--- src/rtl/irq_pkg.sv ---
package irq_pkg;
    localparam int LVL_W   = 3;
    localparam int N_LINES = (1 << LVL_W) - 1;
    localparam int ID_W    = 8;
    localparam int REG_W   = 16;
    localparam int PAD_W   = REG_W - LVL_W - 1 - ID_W;

    typedef enum logic [1:0] {
        ST_IDLE   = 2'd0,
        ST_PEND   = 2'd1,
        ST_SERVED = 2'd2
    } req_state_e;

    typedef struct packed {
        logic [LVL_W-1:0] level;
        logic             sel_nempty;
        logic [ID_W-1:0]  status_id;
    } irq_cfg_t;
endpackage

--- src/rtl/irq_cfg_reg.sv ---
module irq_cfg_reg
    import irq_pkg::*;
(
    input  logic             clk,
    input  logic             rst_n,
    input  logic             we,
    input  logic [REG_W-1:0] wdata,
    output irq_cfg_t         cfg,
    output logic [REG_W-1:0] rdata
);
    always_ff @(posedge clk or negedge rst_n) begin
        if (!rst_n) begin
            cfg <= '0;
        end else if (we) begin
            cfg.level      <= wdata[REG_W-1 -: LVL_W];
            cfg.sel_nempty <= wdata[REG_W-1-LVL_W];
            cfg.status_id  <= wdata[ID_W-1:0];
        end
    end

    always_comb begin
        rdata = {cfg.level, cfg.sel_nempty, {PAD_W{1'b1}}, cfg.status_id};
    end

    AST_PAD_ONES: assert property (@(posedge clk) disable iff (!rst_n)
        &rdata[ID_W +: PAD_W])
        else $error("pad bits not ones");
endmodule

--- src/rtl/irq_req_fsm.sv ---
module irq_req_fsm
    import irq_pkg::*;
(
    input  logic             clk,
    input  logic             rst_n,
    input  logic             cond,
    input  logic [LVL_W-1:0] level,
    input  logic             ack_hit,
    output logic             pending,
    output logic [N_LINES-1:0] irq_n
);
    req_state_e state_q, state_d;
    logic       enabled;

    always_comb begin
        enabled = (level != '0);
    end

    always_ff @(posedge clk or negedge rst_n) begin
        if (!rst_n) state_q <= ST_IDLE;
        else        state_q <= state_d;
    end

    always_comb begin
        state_d = state_q;
        unique case (state_q)
            ST_IDLE: begin
                if (cond && enabled) state_d = ST_PEND;          // raise
            end
            ST_PEND: begin
                if (!cond || !enabled) state_d = ST_IDLE;        // release
                else if (ack_hit)      state_d = ST_SERVED;      // acknowledge
            end
            ST_SERVED: begin
                if (!cond || !enabled) state_d = ST_IDLE;        // release
            end
            default: state_d = ST_IDLE;
        endcase
    end

    always_comb begin
        pending = (state_q != ST_IDLE);
    end

    for (genvar g = 0; g < N_LINES; g++) begin : g_line
        assign irq_n[g] = !(pending && (32'(level) == g + 1));
    end

    AST_HOLD_WHILE_COND: assert property (@(posedge clk) disable iff (!rst_n)
        (pending && cond && enabled) |=> pending)
        else $error("request dropped while condition holds");
    AST_RELEASE: assert property (@(posedge clk) disable iff (!rst_n)
        (!cond) |=> !pending)
        else $error("request kept after condition cleared");
    AST_SERVED_FROM_PEND: assert property (@(posedge clk) disable iff (!rst_n)
        (state_q == ST_SERVED) |-> $past(state_q) != ST_IDLE)
        else $error("served without pending");
endmodule

--- src/rtl/irq_ack_unit.sv ---
module irq_ack_unit
    import irq_pkg::*;
(
    input  logic             clk,
    input  logic             rst_n,
    input  logic             iack_valid,
    input  logic [LVL_W-1:0] iack_level,
    input  logic [1:0]       iack_size,
    input  logic             pending,
    input  irq_cfg_t         cfg,
    output logic             ack_hit,
    output logic [ID_W-1:0]  ack_data,
    output logic             ack_dv,
    output logic             ack_pass
);
    logic size_ok;

    always_comb begin
        // every width code gets the same byte answer
        size_ok = (iack_size <= 2'd3);
        ack_hit = iack_valid && size_ok && pending && (cfg.level != '0)
                  && (iack_level == cfg.level);
    end

    always_ff @(posedge clk or negedge rst_n) begin
        if (!rst_n) begin
            ack_data <= '0;
            ack_dv   <= 1'b0;
            ack_pass <= 1'b0;
        end else begin
            ack_dv   <= ack_hit;
            ack_pass <= iack_valid && !ack_hit;
            ack_data <= ack_hit ? cfg.status_id : '0;
        end
    end

    AST_ACK_EXCL: assert property (@(posedge clk) disable iff (!rst_n)
        !(ack_dv && ack_pass))
        else $error("answer and pass together");
    AST_ACK_ANSWERED: assert property (@(posedge clk) disable iff (!rst_n)
        iack_valid |=> (ack_dv || ack_pass))
        else $error("acknowledge not answered");
    AST_ACK_QUIET: assert property (@(posedge clk) disable iff (!rst_n)
        !iack_valid |=> !(ack_dv || ack_pass))
        else $error("spurious answer");
    AST_PASS_NO_DATA: assert property (@(posedge clk) disable iff (!rst_n)
        !ack_dv |-> (ack_data == '0))
        else $error("data driven without valid");
endmodule

--- src/rtl/rora_interrupter.sv ---
module rora_interrupter
    import irq_pkg::*;
(
    input  logic         clk,
    input  logic         rst_n,
    input  logic         cfg_we,
    input  logic [15:0]  cfg_wdata,
    output logic [15:0]  cfg_rdata,
    input  logic         fifo_empty,
    input  logic         fifo_half,
    input  logic         iack_valid,
    input  logic [2:0]   iack_level,
    input  logic [1:0]   iack_size,
    output logic [6:0]   irq_n,
    output logic [7:0]   ack_data,
    output logic         ack_dv,
    output logic         ack_pass
);
    irq_cfg_t cfg;
    logic     cond;
    logic     pending;
    logic     ack_hit;

    irq_cfg_reg u_cfg (
        .clk   (clk),
        .rst_n (rst_n),
        .we    (cfg_we),
        .wdata (cfg_wdata),
        .cfg   (cfg),
        .rdata (cfg_rdata)
    );

    always_comb begin
        cond = cfg.sel_nempty ? !fifo_empty : fifo_half;
    end

    irq_req_fsm u_fsm (
        .clk     (clk),
        .rst_n   (rst_n),
        .cond    (cond),
        .level   (cfg.level),
        .ack_hit (ack_hit),
        .pending (pending),
        .irq_n   (irq_n)
    );

    irq_ack_unit u_ack (
        .clk        (clk),
        .rst_n      (rst_n),
        .iack_valid (iack_valid),
        .iack_level (iack_level),
        .iack_size  (iack_size),
        .pending    (pending),
        .cfg        (cfg),
        .ack_hit    (ack_hit),
        .ack_data   (ack_data),
        .ack_dv     (ack_dv),
        .ack_pass   (ack_pass)
    );

    AST_ONE_LINE: assert property (@(posedge clk) disable iff (!rst_n)
        $onehot0(~irq_n))
        else $error("several request lines low");
    AST_LEVEL0_QUIET: assert property (@(posedge clk) disable iff (!rst_n)
        (cfg_rdata[15:13] == 3'd0) |-> (&irq_n))
        else $error("request at level 0");
endmodule

--- config.mk ---
export PLATFORM = sky130hd
export DESIGN_NAME = rora_interrupter
export DESIGN_NICKNAME = d
export VERILOG_FILES = /design/src/rtl/irq_pkg.sv /design/src/rtl/irq_cfg_reg.sv /design/src/rtl/irq_req_fsm.sv /design/src/rtl/irq_ack_unit.sv /design/src/rtl/rora_interrupter.sv
export SDC_FILE = /design/constraint.sdc
export NUM_CORES = 1
export LEC_CHECK = 0
export BUFFER_PORTS_ARGS = -buffer_cell sky130_fd_sc_hd__buf_2
export CAP_MARGIN = 20
export CORE_UTILIZATION = 38
export DETAILED_ROUTE_END_ITERATION = 10
export PLACE_DENSITY_LB_ADDON = 0.3
export SKIP_CTS_REPAIR_TIMING = 1
export SLEW_MARGIN = 20
export SYNTH_ARGS = -nofsm -noshare
export SYNTH_HDL_FRONTEND = slang
export SYNTH_SLANG_ARGS = --single-unit
--- constraint.sdc ---
create_clock -name clk -period 1.29 [get_ports clk]
set_input_delay 0.129 -clock clk [delete_from_list [all_inputs] [get_ports clk]]
set_output_delay 0.129 -clock clk [all_outputs]
set_load 0.05 [all_outputs]
==> run metrics, run 1 <==
status finished, violations left; violated checks negative setup slack; Mean Syn Cell Area 12.7 um2; crit-path max FO 6; CP Launch Point u_cfg.cfg[11]$_DFFE_PN0P_; Ant. Diodes 0; final WL 2480 um; critical path arrival 1420 ps; placed cell count 161; core area 2540 um2; reg2reg end u_fsm.state_q[0]$_DFFE_PN0P_; crit end category output pin; FFs w/ async S/R, synth 1.00; Clock Latency Late Sink 310 ps; first-pass GRT wire length 2920 um; Initial DRC Count 3; P per Cell Area 1250 nW/um2; worst reg2reg path startpoint u_cfg.cfg[9]$_DFFE_PN0P_; setup ws final -261 ps; die boundary height 54.7 um; CTS clk-pin slew, worst paths 130 ps; Tmin final 1550 ps; Antenna Nets Post-Route 0; total congestion overflow 0; Tot GR Track Use 0.146; Critical path buffers and inverters 2; crit share post-route 1.20; Seq cells post-synth 24; Root Buffer Master clkbuf_4; worst r2r path cells 6; Leak 0.000821 uW; Worst Hold Path Cells 2; layout overhead on the synthesized area 55.7%; Std-Cell Rows 18; die area 3000 um2; layout cell share with drive strength beyond 1 0.722; router iterations before antenna repair 3; Syn Std Cell Area 1060 um2; sequential area share after synthesis 0.568; WL per Instance 14.3 um; CTS Buffer Depth 2; number of slew-limit violations in the final report 0; Clock Skew 3.55 ps; VDD IR max 1.03 mV; Worst Hold Path EP u_cfg.cfg[7]$_DFFE_PN0P_; vias post-DR 837; initial antenna violation count 0; DP HPWL 1500 um; # port buffers 49; R2R Setup Slk -170 ps; max-cap viol count 0; Vias/cell 4.81; Worst Setup Start Kind register; vias in the first global route 710; RSZ-0062 raised after global routing true; H-tree Lvls 1; effective utilization at floorplan 0.415; YS warnings 0; origin of the worst min-delay path cfg_wdata[7]; slowest stage cell, crit path dfrtp_2; Layout Cells excl Fill 174; final hold vios 0; residual DRC count 0; CP cell instances buf_6, or3_4, buf_8; EDFF count, synth 0; Finish-stage setup viols 19; Slew @ Worst Pin between 500 and 600 ps; Critical Path RT 1160 ps; Post-layout nets 172; Setup WS pre-CTS -165 ps; CP max stage delay 450 ps; Die X-Extent around 55 um; total power 2060 uW; Setup Crit Path Kind reg2out; routability cong. 0.832; Main synth FF type dfrtp_1; Worst Hold Class in2reg; I/O Pins 60; Num Clock Sinks 24; CTS tree done; largest net degree at the start of global routing 25; Cells after Synth 83; Yosys cell types 26; fmax 645 MHz; Slew headroom 0.657; TritonCTS buffer count 3; Top delay family on crit path flip-flops
==> power breakdown <==
part	internal, uW	switching (uW)
logic	260	422
clock network	314	220
registers	804	38.7
total	1380	681
==> metal layers <==
metal | share of wire | wire length [um] | vias up | global-route usage
li1 | - | - | 391 | -
met2 | 0.54 | 1340 | 26 | 0.255
met5 | 0 | 0 | - | 0
met4 | 0.019 | 48 | 0 | 0.0684
met3 | 0.050 | 124 | 6 | 0.0611
met1 | 0.39 | 968 | 414 | 0.148
==> sequential cells by signal, indices dropped and copies added (netlist names) <==
| name | cells |
|---|---|
| u_ack.ack_dv | 1 |
| u_fsm.state_q | 2 |
| u_ack.ack_data | 8 |
| u_ack.ack_pass | 1 |
| u_cfg.cfg | 12 |
==> area by class of cell <==
type	count	area [um2]
Fill cell	201	898
Sequential cell	24	604
Multi-Input combinational cell	52	490
Timing Repair Buffer	64	462
Tap cell	30	37.5
Clock inverter	1	30.0
Clock buffer	3	22.5
==> per-stage QoR <==
| stage | instance area (um2) | util | TNS [ps] | hold WS (ps) |
|---|---|---|---|---|
| final | 1650 | 0.647 | -3120 | 33.8 |
| after global placement | 1340 | 0.526 | -988 | 128 |
| after global routing | 1650 | 0.647 | -3940 | 16.6 |
| after detailed placement | 1340 | 0.526 | -1500 | 133 |
| after floorplan | 1090 | - | -2530 | -167 |
| after CTS | 1390 | 0.546 | -4310 | -226 |
==> cell families after synthesis <==
family,synth area share
compound gates,0.0438
xor+xnor,0.0166
buf+inv,0.0710
flops,0.568
mux,0.128
other cells,0.00355
simple gates,0.169
==> worst register-to-register path: cells and delay by family (launching register included) <==
family                 cells  cell delay, ps
flip-flops                 1             440
AO/OA/AOI/OAI              2             370
buffers and inverters      2             270
AND/OR/NAND/NOR            2             300
==> cells in the mapped netlist, drive strengths merged (2+ instances only) <==
cell,count,share of area
and2,9,0.053
buf,10,0.071
dfrtp,24,0.57
mux2,12,0.13
nand2,3,0.011
nand2b,2,0.012
nand3,3,0.014
nor2,3,0.011
nor2b,3,0.018
or2,2,0.014
==> worst max path at each step <==
| stage | endpoint | depth (start not counted) |
|---|---|---|
| 2_1_floorplan | u_fsm.state_q[0]$_DFFE_PN0P_ | 6 |
| 5_1_grt | irq_n[0] | 4 |
| 3_5_place_dp | u_fsm.state_q[0]$_DFFE_PN0P_ | 4 |
| 3_3_place_gp | u_fsm.state_q[0]$_DFFE_PN0P_ | 4 |
| 6_report | irq_n[0] | 3 |
| 4_1_cts | irq_n[0] | 4 |
==> cells in the final DEF, fill, tap and decap left out, drive strengths merged <==
| cell type | Yosys | routed |
|---|---|---|
| buf | 10 | 63 |
| dfrtp | 24 | 24 |
| mux2 | 12 | 12 |
| and2 | 9 | 9 |
| conb | 1 | 4 |
| nor2 | 3 | 3 |
| clkbuf | 0 | 3 |
| nand2 | 3 | 3 |
| nand3 | 3 | 3 |
| nor2b | 3 | 3 |
| or2 | 2 | 2 |
| nand2b | 2 | 2 |
| a21oi | 1 | 1 |
| xor2 | 1 | 1 |
| xnor2 | 1 | 1 |
| nor3 | 1 | 1 |
| or3 | 1 | 1 |
| nand3b | 1 | 1 |
| nand4b | 1 | 1 |
| nand4 | 1 | 1 |
| o221ai | 1 | 1 |
| a211oi | 1 | 1 |
| o41ai | 1 | 1 |
| bufinv | 0 | 1 |
| dlygate4sd3 | 0 | 1 |
Power figures use the tool's default switching activity.
==> run 2, diff against run 1 <==
--- a/config.mk
+++ b/config.mk
@@ -7,6 +7,8 @@
 export LEC_CHECK = 0
 export BUFFER_PORTS_ARGS = -buffer_cell sky130_fd_sc_hd__buf_2
 export CAP_MARGIN = 20
+export CORE_ASPECT_RATIO = 0.6
+export CORE_MARGIN = 8
 export CORE_UTILIZATION = 38
 export DETAILED_ROUTE_END_ITERATION = 10
 export PLACE_DENSITY_LB_ADDON = 0.3
==> run 2 against run 1 <==
Compared with the run above:
- the run still ends with negative setup slack left
- clock-buffer cell count increased by 1
- clock power decreased by 5.4%
- largest power group unchanged
- highest routed layer unchanged
- critical path depth increased by 2
- sequential power about the same
- routed wire length increased by 12%
- power decreased by 3.7%
- hold slack improved by 40 ps
- largest cell class unchanged
- fmax decreased by 1.4%
==> run metrics, run 2 (synthesized netlist as in run 1, its figures left out) <==
Antenna Nets Post-Route 0; setup ws final -284 ps; Slew headroom 0.648; Comb power frac 0.320; most frequent cells in the layout 41 x buf_2, 21 x dfrtp_1, 11 x mux2_2; P_sw 676 uW; CP cell instances or2_4, buf_6, nor2b_4, nand3b_1, buf_6; Biggest register u_cfg.cfg; Setup Crit Path Kind reg2out; layout cell share with drive strength beyond 1 0.690; CP max stage delay 390 ps; initial antenna violation count 0; status finished, violations left; crit end category output pin; critical path arrival approximately 1400 ps; final WL 2780 um; H-tree Lvls 1; TritonCTS buffer count 3; Ant. Diodes 0; commonest non-fill, non-tap cell in the layout buf_2; sequential cell area 604 um2; largest net degree at the start of global routing 25; RSZ-0062 raised after global routing true; Std-Cell Rows 14; Sw Ratio 0.341; Fill cells 209; Clock Skew between 3 and 4 ps; Critical Path Most Common Cell buf_6; Initial DRC Count 14; DP HPWL 1990 um; router iterations before antenna repair 4; final hold vios 0; Worst Hold Class in2reg; Root Buffer Master clkbuf_8; crit share post-route 1.22; max-cap viol count 0; sequential power share 0.425; number of slew-limit violations in the final report 0; Multi-input gate area 454 um2; Largest register FFs 12; total congestion overflow 0; CTS tree done; residual DRC count 0; vias post-DR 802; biggest regs u_cfg.cfg: 12 flops, u_ack.ack_data: 8 flops, u_fsm.state_q: 2 flops; Post-layout nets 170; Vias/cell 4.61; Die X-Extent 84.1 um; violated checks negative setup slack; slowest stage cell, crit path dfrtp_1; Clock Latency Late Sink 260 ps; Slew @ Worst Pin 528 ps; Worst Setup Start Kind register; Finished Core Util 0.614; layout overhead on the synthesized area 49.5%; CTS clk-pin slew, worst paths ~80 ps; Critical Path RT 1160 ps; Num Clock Sinks 24; CTS Buffer Depth 2; Finish-stage setup viols 19; crit-path max FO 5; Pint between 1000 and 1500 uW; clock group share of total power 0.255; Leak 0.000792 uW; I/O Pins 60; Tot GR Track Use 0.108; Tmin final about 1600 ps; P per Cell Area roughly 1300 nW/um2; core area 2570 um2; effective utilization at floorplan 0.411; VDD IR max 0.946 mV; worst hold slack 74.0 ps; fmax 635 MHz; WL per Instance ~16 um; die area 4780 um2; routability cong. about 0.7; # port buffers 49; Top delay family on crit path simple AND/OR/NAND/NOR gates; die boundary height 56.9 um; vias in the first global route 870; first-pass GRT wire length roughly 4200 um; Critical path buffers and inverters 2
-- run 2: area by class of cell --
type,count,area share
flip-flops and latches,24,0.382
multi-input cells,52,0.287
repair buffers,62,0.270
clock buffers,4,0.0348
well taps,32,0.0253
-- run 2: metrics by stage --
step / setup slack [ps] / instances / TNS (ps) / instance area (um2) / total power, uW
2_1_floorplan: -223 / 86 / -2530 / 1090 / 1250
3_3_place_gp: -138 / 165 / -1660 / 1360 / 1390
3_5_place_dp: -215 / 165 / -2270 / 1360 / 1400
4_1_cts: -398 / 169 / -4530 / 1410 / 1900
5_1_grt: -334 / 174 / -3770 / 1580 / 2060
6_report: -284 / 174 / -2950 / 1580 / 1980
-- run 2: final timing paths --
check / start / to / slack, ps / depth (start not counted)
max: u_fsm.state_q[0]$_DFFE_PN0P_ / irq_n[1] / -280 / 5
min: cfg_wdata[12] / u_cfg.cfg[8]$_DFFE_PN0P_ / 70 / 2
max reg2reg: u_cfg.cfg[10]$_DFFE_PN0P_ / u_fsm.state_q[0]$_DFFE_PN0P_ / -150 / 6
min reg2reg: u_cfg.cfg[7]$_DFFE_PN0P_ / u_ack.ack_data[7]$_DFF_PN0_ / 520 / 1
max in group asynchronous: rst_n / u_cfg.cfg[10]$_DFFE_PN0P_ / 530 / 2
min in group asynchronous: rst_n / u_cfg.cfg[2]$_DFFE_PN0P_ / 380 / 2
-- run 2: per-layer routing --
layer / global-route usage / part of all wire
met1: 0.119 / 0.40
met4: 0.0220 / 0.0061
met5: 0 / 0
met3: 0.0460 / 0.056
met2: 0.188 / 0.54
-- run 2: power groups by stage --
stage | registers (uW) | logic (uW) | clock network [uW]
floorplan | 1010 | 242 | 0
global placement | 853 | 534 | 0
detailed placement | 855 | 543 | 0
CTS | 840 | 544 | 512
global route | 852 | 670 | 539
finish | 844 | 635 | 505
